<file path="config.mk">
export PLATFORM = sky130hd
export DESIGN_NAME = dsc_commit_port
export DESIGN_NICKNAME = d
export VERILOG_FILES = /design/src/rtl/dsc_pkg.sv /design/src/rtl/dsc_stage.sv /design/src/rtl/dsc_fifo.sv /design/src/rtl/dsc_commit_port.sv
export SDC_FILE = /design/constraint.sdc
export NUM_CORES = 1
export LEC_CHECK = 0
export BUFFER_PORTS_ARGS = -buffer_cell sky130_fd_sc_hd__buf_2
export CAP_MARGIN = 20
export CORE_MARGIN = 3
export CORE_UTILIZATION = 33
export CTS_BUF_LIST = sky130_fd_sc_hd__clkbuf_16
export DETAILED_ROUTE_END_ITERATION = 10
export GPL_ROUTABILITY_DRIVEN = 0
export GPL_TIMING_DRIVEN = 0
export PLACE_DENSITY = 0.55
export SKIP_LAST_GASP = 1
export SLEW_MARGIN = 20
export SYNTH_ARGS = -nofsm -noshare
export SYNTH_HDL_FRONTEND = slang
export SYNTH_SLANG_ARGS = --single-unit
</file>
<file path="constraint.sdc">
create_clock -name clk -period 17.6 [get_ports clk]
set_clock_uncertainty 0.05 [all_clocks]
set_input_delay 3.52 -clock clk [delete_from_list [all_inputs] [get_ports clk]]
set_output_delay 3.52 -clock clk [all_outputs]
set_load 0.05 [all_outputs]
</file>
<file path="src/rtl/dsc_pkg.sv">
package dsc_pkg;
    localparam int WORD_W    = 32;
    localparam int NUM_WORDS = 8;
    localparam int IDX_W     = $clog2(NUM_WORDS);
    localparam int GO_POS    = 31;

    typedef enum logic [IDX_W-1:0] {
        W_SRC_LO = 3'd0,
        W_DST_LO = 3'd1,
        W_LEN    = 3'd2,
        W_BURST  = 3'd3,
        W_STRIDE = 3'd4,
        W_SRC_HI = 3'd5,
        W_DST_HI = 3'd6,
        W_CTRL   = 3'd7
    } word_idx_e;

    // Packed with word 0 in the least significant position.
    typedef struct packed {
        logic [WORD_W-1:0] ctrl;
        logic [WORD_W-1:0] dst_hi;
        logic [WORD_W-1:0] src_hi;
        logic [WORD_W-1:0] stride;
        logic [WORD_W-1:0] burst_seq;
        logic [WORD_W-1:0] len;
        logic [WORD_W-1:0] dst_lo;
        logic [WORD_W-1:0] src_lo;
    } desc_t;

    localparam int DESC_W = $bits(desc_t);

    function automatic logic [WORD_W-1:0] strip_go(input logic [WORD_W-1:0] w);
        logic [WORD_W-1:0] r;
        r         = w;
        r[GO_POS] = 1'b0;
        return r;
    endfunction
endpackage

</file>
<file path="src/rtl/dsc_stage.sv">
module dsc_stage
    import dsc_pkg::*;
(
    input  logic                clk,
    input  logic                rst,
    input  logic                wr_en,
    input  logic [IDX_W-1:0]    wr_idx,
    input  logic [WORD_W-1:0]   wr_data,
    output logic                commit,
    output desc_t               entry
);
    localparam int NSHADOW = NUM_WORDS - 1;

    logic [NSHADOW-1:0][WORD_W-1:0] shadow;
    logic is_ctrl;

    assign is_ctrl = (word_idx_e'(wr_idx) == W_CTRL);

    always_ff @(posedge clk) begin
        if (rst) begin
            shadow <= '0;
        end else if (wr_en && !is_ctrl) begin
            shadow[wr_idx] <= wr_data;
        end
    end

    assign commit = wr_en && is_ctrl && wr_data[GO_POS];
    assign entry  = desc_t'({strip_go(wr_data), shadow});
endmodule

</file>
<file path="src/rtl/dsc_fifo.sv">
module dsc_fifo
    import dsc_pkg::*;
#(
    parameter  int DEPTH = 4,
    localparam int PTR_W = (DEPTH > 1) ? $clog2(DEPTH) : 1,
    localparam int CNT_W = $clog2(DEPTH + 1)
) (
    input  logic             clk,
    input  logic             rst,
    input  logic             push,
    input  desc_t            din,
    input  logic             pop,
    output desc_t            dout,
    output logic             full,
    output logic             empty,
    output logic [CNT_W-1:0] count
);
    desc_t            mem [DEPTH];
    logic [PTR_W-1:0] wr_ptr, rd_ptr;
    logic             push_ok, pop_ok;
    logic [CNT_W-1:0] cnt_nxt;

    function automatic logic [PTR_W-1:0] bump(input logic [PTR_W-1:0] p);
        return (p == PTR_W'(DEPTH - 1)) ? '0 : p + 1'b1;
    endfunction

    assign push_ok = push && !full;
    assign pop_ok  = pop && !empty;
    assign cnt_nxt = count + CNT_W'(push_ok) - CNT_W'(pop_ok);

    always_ff @(posedge clk) begin
        if (rst) begin
            wr_ptr <= '0;
            rd_ptr <= '0;
            count  <= '0;
            full   <= 1'b0;
            empty  <= 1'b1;
        end else begin
            if (push_ok) wr_ptr <= bump(wr_ptr);
            if (pop_ok)  rd_ptr <= bump(rd_ptr);
            count <= cnt_nxt;
            full  <= (cnt_nxt == CNT_W'(DEPTH));
            empty <= (cnt_nxt == '0);
        end
    end

    always_ff @(posedge clk) begin
        if (push_ok) mem[wr_ptr] <= din;
    end

    assign dout = mem[rd_ptr];

    AST_FULL_EMPTY_EXCL: assert property (@(posedge clk) disable iff (rst)
        !(full && empty));
    AST_FULL_BLOCKS_PUSH: assert property (@(posedge clk) disable iff (rst)
        (full && !pop) |=> (count == $past(count)));
    AST_COUNT_BOUND: assert property (@(posedge clk) disable iff (rst)
        count <= CNT_W'(DEPTH));
endmodule

</file>
<file path="src/rtl/dsc_commit_port.sv">
module dsc_commit_port
    import dsc_pkg::*;
#(
    parameter  int DEPTH = 4,
    localparam int CNT_W = $clog2(DEPTH + 1),
    localparam int LVL_W = 16
) (
    input  logic              clk,
    input  logic              rst,
    input  logic              wr_en,
    input  logic [2:0]        wr_idx,
    input  logic [31:0]       wr_data,
    output logic              out_valid,
    input  logic              out_ready,
    output logic [255:0]      out_desc,
    output logic              desc_full,
    output logic              desc_empty,
    output logic              overflow,
    output logic [31:0]       fill_level
);
    logic             commit;
    desc_t            entry, head;
    logic [CNT_W-1:0] count;

    dsc_stage u_stage (
        .clk     (clk),
        .rst     (rst),
        .wr_en   (wr_en),
        .wr_idx  (wr_idx),
        .wr_data (wr_data),
        .commit  (commit),
        .entry   (entry)
    );

    dsc_fifo #(.DEPTH(DEPTH)) u_fifo (
        .clk   (clk),
        .rst   (rst),
        .push  (commit),
        .din   (entry),
        .pop   (out_ready),
        .dout  (head),
        .full  (desc_full),
        .empty (desc_empty),
        .count (count)
    );

    always_ff @(posedge clk) begin
        if (rst)                       overflow <= 1'b0;
        else if (commit && desc_full)  overflow <= 1'b1;
    end

    assign out_valid  = !desc_empty;
    assign out_desc   = head;
    assign fill_level = {LVL_W'(count), LVL_W'(count)};

    AST_VALID_HOLD: assert property (@(posedge clk) disable iff (rst)
        (out_valid && !out_ready) |=> (out_valid && $stable(out_desc)));
    AST_GO_CLEAR: assert property (@(posedge clk) disable iff (rst)
        out_valid |-> !out_desc[DESC_W-1]);
    AST_OVF_STICKY: assert property (@(posedge clk) disable iff (rst)
        overflow |=> overflow);
    AST_DATA_NO_PUSH: assert property (@(posedge clk) disable iff (rst)
        (wr_en && wr_idx != 3'd7 && !(out_valid && out_ready))
            |=> (fill_level == $past(fill_level)));
endmodule

</file>
==> run metrics, run 1 <==
CTS Hold Bufs=0; number of top-level pins=between 300 and 400; TritonCTS clock tree=done; status=complete, no violations; Critical Path End=out_desc[15]; site row count=roughly 140; Clock Latency Late Sink=770 ps; total of max-cap violations=0; maximum single-stage delay on the critical path=approximately 740 ps; drt drc=0; # clock sinks=approximately 1,300; synth top area cells=edfxtp_1, mux4_2, dfxtp_1; DRT Pass-1 Iters=5; fin crit share=0.3759; RSZ-0062 raised after global routing=false; Num CTS Buffers=136; Post-Layout Inst Area=about 54,000 sq um; Crit Path Max Fanout=10; Clock Pin Slew Worst Setup and Hold Paths=60 ps; nets=roughly 3,000; Syn Inst Count=2,415; Clock Path Buffers=3; Critical path buffers and inverters=3; Post-CTS Setup Bufs=0; headroom to the max-slew limit=0.2889; CP endpoint kind=output port; Post-DRT Antenna Nets=0; cell chain of the critical path=buf_2 -> buf_1 -> mux4_2 -> buf_2; Async SR Flop Fraction=0; post-synthesis sequential area ratio=0.7752; Die Ht=roughly 380 microns; Post-synth top cells=edfxtp_1, nand2_1, mux4_2, dfxtp_1, a21oi_1; total gr overflow=0; final setup vio count=0; Cell Area, Placed=approximately 50,000 sq um; Final HPWL DP=~77,000 microns; CP max stage cell=buf_1; maximum VDD drop=roughly 0.00010 V; setup TNS=0 ps; final instance count without filler cells=a little under 5,000; most area-hungry cell type in the Yosys netlist=edfxtp_1; Yosys top cell area share=0.6716; P&R area growth vs syn=19.11%; synthesis-stage register bit count=1,256; core area=roughly 140,000 sq um; Most Frequent Cell on Critical Path=buf_2; vias in the first global route=~23,000; vias per inst=4.829; Levels on crit path=4; f_max=roughly 150 MHz; Post-synth EDFFs=about 1,000; met1 Usage GRT=0.2308; worst min-delay path class=reg2reg; DP Cell Count=between 4,000 and 5,000; Slew @ Worst Pin=roughly 1100 ps; min Tclk post-route=~6600 ps; Reg2Reg Depth=5; Worst EP arrival=just over 3000 ps; CP top delay family=buffers and inverters; Starting Density=0.3346; Mapped Area=roughly 46,000 sq um; M2 GR Usage=0.2633; first-pass GRT wire length=~170,000 microns; largest net degree at the start of global routing=44; final core occ=0.3985; Setup CP Type=reg2out; ys flop type=edfxtp_1; CTS H-tree lvls=4; DRT Wirelength=~120,000 microns; startpoint types=flip-flop; share of layout cells above drive strength 1=0.2993; Die W=between 300 and 400 microns; Mean Syn Cell Area=18.89 sq um; drt wl/cell=roughly 25 microns; GR Util met3=0.03959; via count=23,192; initial antenna violation count=10; Total GRT Usage=0.1678; Reg2Reg Capture Point=u_fifo.mem[2][44]; r2r startpoint=u_fifo.full; GRT busiest layer=met2; worst reg2reg setup slack=about 15,000 ps; cts repair resizes=0; port bufs=approximately 300; Lkg Pwr=16.43 nW; clock root buffer=clkbuf_16; final hold vios=0; cell with the most instances after synthesis=edfxtp_1; CP Data Required Time=14,030 ps; PwrDens=~120 nW/um^2; Final Max Slew Viols=0; DIE AREA=~140,000 sq um; Iter 0 DRT Violations=between 1,500 and 2,000; Yosys cell types=36; YS warnings=0
-- layout make-up --
type,count,area (sq um)
Antenna cell,5,12.51
Buffer,171,1099
Clock buffer,138,3453
Clock inverter,110,723.2
Fill cell,12254,81990
Inverter,9,33.78
Multi-Input combinational cell,1005,9239
Sequential cell,1256,35350
Tap cell,1781,2228
Timing Repair Buffer,328,2182
-- metrics by stage --
| step | power (mW) | worst slack (ps) | hold slack (ps) |
|---|---|---|---|
| 5_1_grt | 7.016 | 10800 | 454.8 |
| 2_1_floorplan | 3.948 | 6925 | 410.0 |
| 3_3_place_gp | 4.212 | 346.5 | 428.6 |
| 3_5_place_dp | 4.210 | 10760 | 432.0 |
| 4_1_cts | 6.872 | 10850 | 432.3 |
| 6_report | 6.773 | 10980 | 443.2 |
-- state kept, by name, summed over array words and instances, names as in the netlist, named ones only --
register and count:
overflow 1, u_fifo.wr_ptr 2, u_fifo.empty 1, u_stage.entry 224
u_fifo.count 3, u_fifo.full 1, u_fifo.mem 1020, u_fifo.rd_ptr 2
-- kinds of logic after synthesis --
group	after synthesis	synth area share
adders and majority gates	8	0.002359
AOI/OAI and AO/OA	229	0.02774
xor gates and xnor gates	1	0.0004938
muxes	257	0.1264
buffers and inverters	180	0.02483
and+or+nand+nor	483	0.04296
DFF	1256	0.7752
other	1	0.00008222
-- layout by cell type (no fill, tap or decap), drive strengths merged, types with 3 or more instances in the layout --
cell type and count:
a21oi 225, nand4b 3, nand4bb 3, nor2b 4
ha 7, clkinv 46, nand2 449, diode 5
dfxtp 236, and4bb 3, and4b 3, clkbuf 184
mux4 255, inv 67, conb 27, and3 4
buf 453, nor2 5, edfxtp 1020, bufinv 4
-- power by group --
part	internal (mW)	switching [mW]
logic	0.261	0.624
registers	3.22	0.0223
clock network	1.49	1.15
total	4.97	1.80
-- worst reg2reg max path: stages, from the launching register on --
cell and delay, ps:
dfxtp_1 370, nor2b_1 390, and3_4 700, buf_12 320, buf_16 320, buf_16 300
-- worst min path at each step --
stage / endpoint / slack, ps / cells past startpoint / startpoint
after global routing: u_fifo.mem[3][110] / 450 / 0 / u_stage.entry[110]
after global placement: u_stage.entry[40] / 430 / 2 / u_stage.entry[40]
after floorplan: u_fifo.mem[0][0] / 410 / 0 / u_stage.entry[0]
final: u_stage.entry[162] / 440 / 2 / u_stage.entry[162]
after detailed placement: u_fifo.mem[3][163] / 430 / 0 / u_stage.entry[163]
after CTS: u_fifo.mem[0][168] / 430 / 0 / u_stage.entry[168]
-- routing by layer --
layer	part of all wire	routed length [microns]	vias up
met5	0	0	-
met4	0.028	3396	0
met3	0.060	7165	179
met2	0.47	56730	642
met1	0.44	52590	12051
li1	-	-	10320
Power figures use the tool's default switching activity.
==> inputs of run 2 (changes only) <==
==> constraint.sdc (replaced) <==
create_clock -name clk -period 6.1 [get_ports clk]
set_clock_uncertainty 0.05 [all_clocks]
set_input_delay 1.22 -clock clk [delete_from_list [all_inputs] [get_ports clk]]
set_output_delay 1.22 -clock clk [all_outputs]
set_load 0.05 [all_outputs]
==> run 2 against run 1 <==
Against the previous run:
- wire length up 0.36%
- sequential share of layout area fell by 0.076 points
- sequential power increased to 2.9 times the previous value
- register-to-register slack worse by 12000 ps
- total power grew to 2.9 times the previous value
- cell area up 0.12%
- combinational power grew to 2.9 times the previous value
- via count rose by 0.88%
- worst setup slack lost 9200 ps
- hold slack got worse by 1.7 ps
- global-route usage grew 0.085 points
- critical path type unchanged
- highest routed layer unchanged
==> run metrics, run 2 (synthesis gave the netlist of run 1 again) <==
Reg2Reg Capture Point=u_fifo.mem[1][180]; final setup vio count=0 (unchanged); maximum VDD drop=0.0002553 V (+150%); startpoint types=flip-flop; TritonCTS clock tree=done; Most Frequent Cell on Critical Path=buf_2; Die Ht=377.8 microns (unchanged); Worst EP arrival=3020 ps (-30 ps); fill count=12,274 (+0.16%); max reg flops=1,020 (unchanged); largest net degree at the start of global routing=43 (-2.3%); Crit Path Max Fanout=10 (unchanged); footprint of the multi-input gates=9239 sq um (unchanged); CP endpoint kind=output port; final core occ=0.3990 (+0.0004680); # clock sinks=1,256 (unchanged); Die W=377.8 microns (unchanged); DRT Pass-1 Iters=5 (unchanged); drt wl/cell=25.02 microns (+0.23%); GR Util met3=0.03576 (-0.003822); total of max-cap violations=0 (unchanged); Total GRT Usage=0.1686 (+0.0008462); Post-CTS Setup Bufs=0 (unchanged); Clock Latency Late Sink=770 ps (about the same); Post-DRT Antenna Nets=0 (unchanged); CTS H-tree lvls=4 (unchanged); DIE AREA=142,700 sq um (unchanged); Final Max Slew Viols=0 (unchanged); Setup CP Type=reg2out; drt drc=0 (unchanged); maximum single-stage delay on the critical path=720 ps (-20 ps); Slew @ Worst Pin=1077 ps (+10.14 ps); final instance count without filler cells=4,809 (+0.12%); DP Cell Count=4,550 (unchanged); CP Data Required Time=4830 ps (-9200 ps); RSZ-0062 raised after global routing=false; clock root buffer=clkbuf_16; headroom to the max-slew limit=0.2821 (-0.006760); r2r startpoint=u_fifo.full; status=complete, no violations; site row count=135 (unchanged); via count=23,397 (+0.88%); FF+latch area=35,350 sq um (unchanged); cell chain of the critical path=buf_2 -> buf_1 -> mux4_2 -> buf_2; min Tclk post-route=between 4000 and 5000 ps; first-pass GRT wire length=169,600 microns (+0.16%); share of layout cells above drive strength 1=0.3039 (+0.004569); Iter 0 DRT Violations=2,115 (+16%); fin crit share=0.7039; vias per inst=4.865 (+0.76%); WHS Path Cells=0 (-2); commonest non-fill, non-tap cells in the layout=edfxtp_1, nand2_1, buf_2; DRT Wirelength=120,300 microns (+0.36%); PwrDens=361.8 nW/um^2 (+190%); largest register by flop count=u_fifo.mem; cts repair resizes=0 (unchanged); Final HPWL DP=76,760 microns (-0.50%); GRT busiest layer=met2; f_max=approximately 230 MHz; Lkg Pwr=16.39 nW (-0.23%); M2 GR Usage=0.2647 (+0.001417); Reg2Reg Depth=5 (unchanged); worst min-delay path class=reg2reg; Clock Path Buffers=3 (unchanged); Hold Crit Endpoint=u_fifo.mem[2][90]; commonest non-fill, non-tap cell in the layout=edfxtp_1; core area=136,300 sq um (unchanged); final hold vios=0 (unchanged); met1 Usage GRT=0.2367 (+0.005874); worst hold start=u_stage.entry[90]; Clock Pin Slew Worst Setup and Hold Paths=60 ps (about the same); CP max stage cell=buf_1; vias in the first global route=23,215 (-0.35%); port bufs=301 (unchanged); Num CTS Buffers=136 (unchanged); Starting Density=0.3346 (unchanged); total gr overflow=0 (unchanged); initial antenna violation count=17 (+7); number of top-level pins=331 (unchanged); CTS Hold Bufs=0 (unchanged); worst reg2reg setup slack=3170 ps (-11,600 ps); setup TNS=0 ps (unchanged); nets=2,954 (unchanged); P&R area growth vs syn=19.25%
[run 2: changes by cell type in the layout (fill, tap and decap cells not counted), sizes merged]
cell / before / now
bufinv: 4 / 5
clkbuf: 184 / 188
clkinvlp: 2 / 5
diode: 5 / 7
inv: 67 / 50
clkinv: 46 / 59
[run 2: power breakdown]
part / switching [mW] / internal [mW]
clock network: 3.33 / 4.44
registers: 0.0646 / 9.29
logic: 1.80 / 0.753
total: 5.20 / 14.5
[run 2: worst max path at each step]
stage,start,end,cells past startpoint
6_report,flip-flop,out_desc[246],4
5_1_grt,flip-flop,out_desc[246],4
4_1_cts,flip-flop,out_desc[246],4
3_5_place_dp,wr_data[31],u_fifo.mem[1][110],6
3_3_place_gp,wr_data[31],u_fifo.mem[0][44],3
2_1_floorplan,wr_data[31],u_fifo.mem[0][0],3
[run 2: per-stage QoR]
stage	cell area (sq um)	hold slack (ps)	total power, mW	setup WS (ps)
2_1_floorplan	45710	410.0	11.38	711.5
3_3_place_gp	49440	428.3	12.14	-2866
3_5_place_dp	50130	435.9	12.15	1516
4_1_cts	54370	434.8	19.96	1618
5_1_grt	54370	462.1	20.38	1595
6_report	54390	441.5	19.68	1806
[run 2: worst max-delay path, delay by kind of cell (launching register included)]
family / cells / cell delay (ps)
DFF: 1 / 340
buffers and inverters: 3 / 1440
muxes: 1 / 470
[run 2: layout make-up]
cell class,instances,area share
sequential,1256,0.6500
multi-input combinational,1005,0.1699
clock buffer,142,0.06533
tap,1781,0.04097
timing repair buffer,328,0.03998
buffer,171,0.02020
clock inverter,110,0.01268
inverter,9,0.0006211
antenna,7,0.0003221
[run 2: per-layer routing]
metal / routed length (microns) / part of all wire
met5: 0 / 0
met4: 2775 / 0.023
met1: 52710 / 0.44
met2: 57100 / 0.47
met3: 7733 / 0.064
==> inputs of run 3 (changes only) <==
--- a/config.mk
+++ b/config.mk
@@ -13,7 +13,7 @@
 export DETAILED_ROUTE_END_ITERATION = 10
 export GPL_ROUTABILITY_DRIVEN = 0
 export GPL_TIMING_DRIVEN = 0
-export PLACE_DENSITY = 0.55
+export PLACE_DENSITY = 0.57
 export SKIP_LAST_GASP = 1
 export SLEW_MARGIN = 20
 export SYNTH_ARGS = -nofsm -noshare
==> constraint.sdc (replaced) <==
create_clock -name clk -period 3.69 [get_ports clk]
set_clock_uncertainty 0.05 [all_clocks]
set_input_delay 0.738 -clock clk [delete_from_list [all_inputs] [get_ports clk]]
set_output_delay 0.738 -clock clk [all_outputs]
set_load 0.05 [all_outputs]
==> run 3 against run 2 <==
Against the previous run:
- clock power increased by 63%
- register-to-register slack got worse by 2500 ps
- core utilization about the same
- clock-buffer cell count decreased by 7
- hold slack got worse by 46 ps
- non-clock buffer count increased by 2
- die area unchanged
- highest routed layer unchanged
==> run metrics, run 3 (synthesis gave the netlist of run 1 again) <==
CTS H-tree lvls=4 (unchanged); Die W=377.8 microns (unchanged); share of layout cells above drive strength 1=0.3084 (+0.004507); Lkg Pwr=16.52 nW (+0.76%); CP Data Required Time=2900 ps (-1930 ps); commonest non-fill, non-tap cells in the layout=edfxtp_1, nand2_1, buf_2; power after layout=32.41 mW (+65%); Crit Path Max Fanout=10 (unchanged); Num CTS Buffers=134 (-1.5%); clock root buffer=clkbuf_16; Final Max Slew Viols=0 (unchanged); startpoint types=flip-flop; total gr overflow=0 (unchanged); Starting Density=0.3346 (unchanged); Post-Layout Inst Area=54,430 sq um (about the same); WHS=395.7 ps (-45.83 ps); via count=23,257 (-0.60%); Setup CP Type=reg2out; site row count=135 (unchanged); CP endpoint kind=output port; port bufs=301 (unchanged); final instance count without filler cells=4,806 (-0.062%); Slew @ Worst Pin=916.8 ps (-160.0 ps); Final HPWL DP=77,090 microns (+0.43%); final hold vios=0 (unchanged); final core occ=0.3993 (about the same); TritonCTS clock tree=done; Cell Area, Placed=50,140 sq um (about the same); largest register by flop count=u_fifo.mem; DIE AREA=142,700 sq um (unchanged); worst slack at placement=-488.1 ps (-2004 ps); status=complete, no violations; DRT Wirelength=119,100 microns (-1.0%); Clock Pin Slew Worst Setup and Hold Paths=60 ps (about the same); RSZ-0062 raised after global routing=true; drt wl/cell=24.78 microns (-0.95%); drt drc=0 (unchanged); fin crit share=0.9690; Total GRT Usage=0.1669 (-0.001752); total of max-cap violations=0 (unchanged); Post-DRT Antenna Nets=0 (unchanged); # clock sinks=1,256 (unchanged); worst min-delay path class=in2reg; Worst EP arrival=2790 ps (-230 ps); largest net degree at the start of global routing=45 (+4.7%); final setup vio count=0 (unchanged); worst setup margin=114.4 ps (-1692 ps); max reg flops=1,020 (unchanged); commonest non-fill, non-tap cell in the layout=edfxtp_1; vias per inst=4.839 (-0.54%); CTS Hold Bufs=0 (unchanged); Post-CTS Setup Bufs=0 (unchanged); min Tclk post-route=between 3000 and 4000 ps; P&R area growth vs syn=19.35% (about the same); vias in the first global route=23,289 (+0.32%); nets=2,954 (unchanged); Iter 0 DRT Violations=1,947 (-7.9%); maximum VDD drop=0.0003500 V (+37%); Clock Path Buffers=3 (unchanged); setup TNS=0 ps (unchanged); Die Ht=377.8 microns (unchanged); Clock Latency Late Sink=760 ps (about the same); f_max=~280 MHz; first-pass GRT wire length=168,900 microns (-0.41%); PwrDens=595.3 nW/um^2 (+65%); number of top-level pins=331 (unchanged); DRT Pass-1 Iters=7 (+2); DP Cell Count=4,551 (+0.022%); headroom to the max-slew limit=0.3888 (+0.1067); core area=136,300 sq um (unchanged); initial antenna violation count=8 (-9)
[run 3: critical path, cell delays in order (launching register included)]
cell             delay [ps]
dfxtp_1                 330
buf_2                   480
clkdlybuf4s15_2         530
mux4_2                  430
buf_2                   240
[run 3: path summary, 6_finish.rpt]
check,from,slack (ps),cells past startpoint,end
min,wr_data[14],400,3,u_stage.entry[78]
max reg2reg,u_fifo.full,700,6,u_fifo.mem[1][41]
max,flip-flop,110,4,out_desc[248]
min reg2reg,overflow,410,2,overflow
[run 3: timing repair]
action,4_1_cts,5_1_grt
endpoints found under the setup margin,213,18
resized for setup,28,4
hold endpoints to repair,0,0
[run 3: layout make-up]
class | count | area, sq um
timing repair buffer | 330 | 2198
buffer | 171 | 1157
multi-input combinational | 1005 | 9239
clock inverter | 113 | 830.8
tap | 1781 | 2228
antenna | 6 | 15.01
inverter | 9 | 33.78
fill | 12315 | 81880
clock buffer | 135 | 3378
sequential | 1256 | 35350
[run 3: routing by layer]
| layer | up-vias | track usage | wire length [microns] | part of all wire |
|---|---|---|---|---|
| met5 | - | 0 | 0 | 0 |
| met4 | 0 | 0.05258 | 2907 | 0.024 |
| met3 | 154 | 0.04313 | 8685 | 0.073 |
| met2 | 753 | 0.2626 | 56290 | 0.47 |
| met1 | 12027 | 0.2268 | 51210 | 0.43 |
| li1 | 10323 | - | - | - |
[run 3: report_power, final]
group | internal (mW) | total, mW | leakage, nW | switching (mW)
registers | 15.4 | 15.5 | 10.3 | 0.111
clock network | 7.20 | 12.7 | 2.21 | 5.51
logic | 1.25 | 4.22 | 4.04 | 2.97
total | 23.8 | 32.4 | 16.5 | 8.60
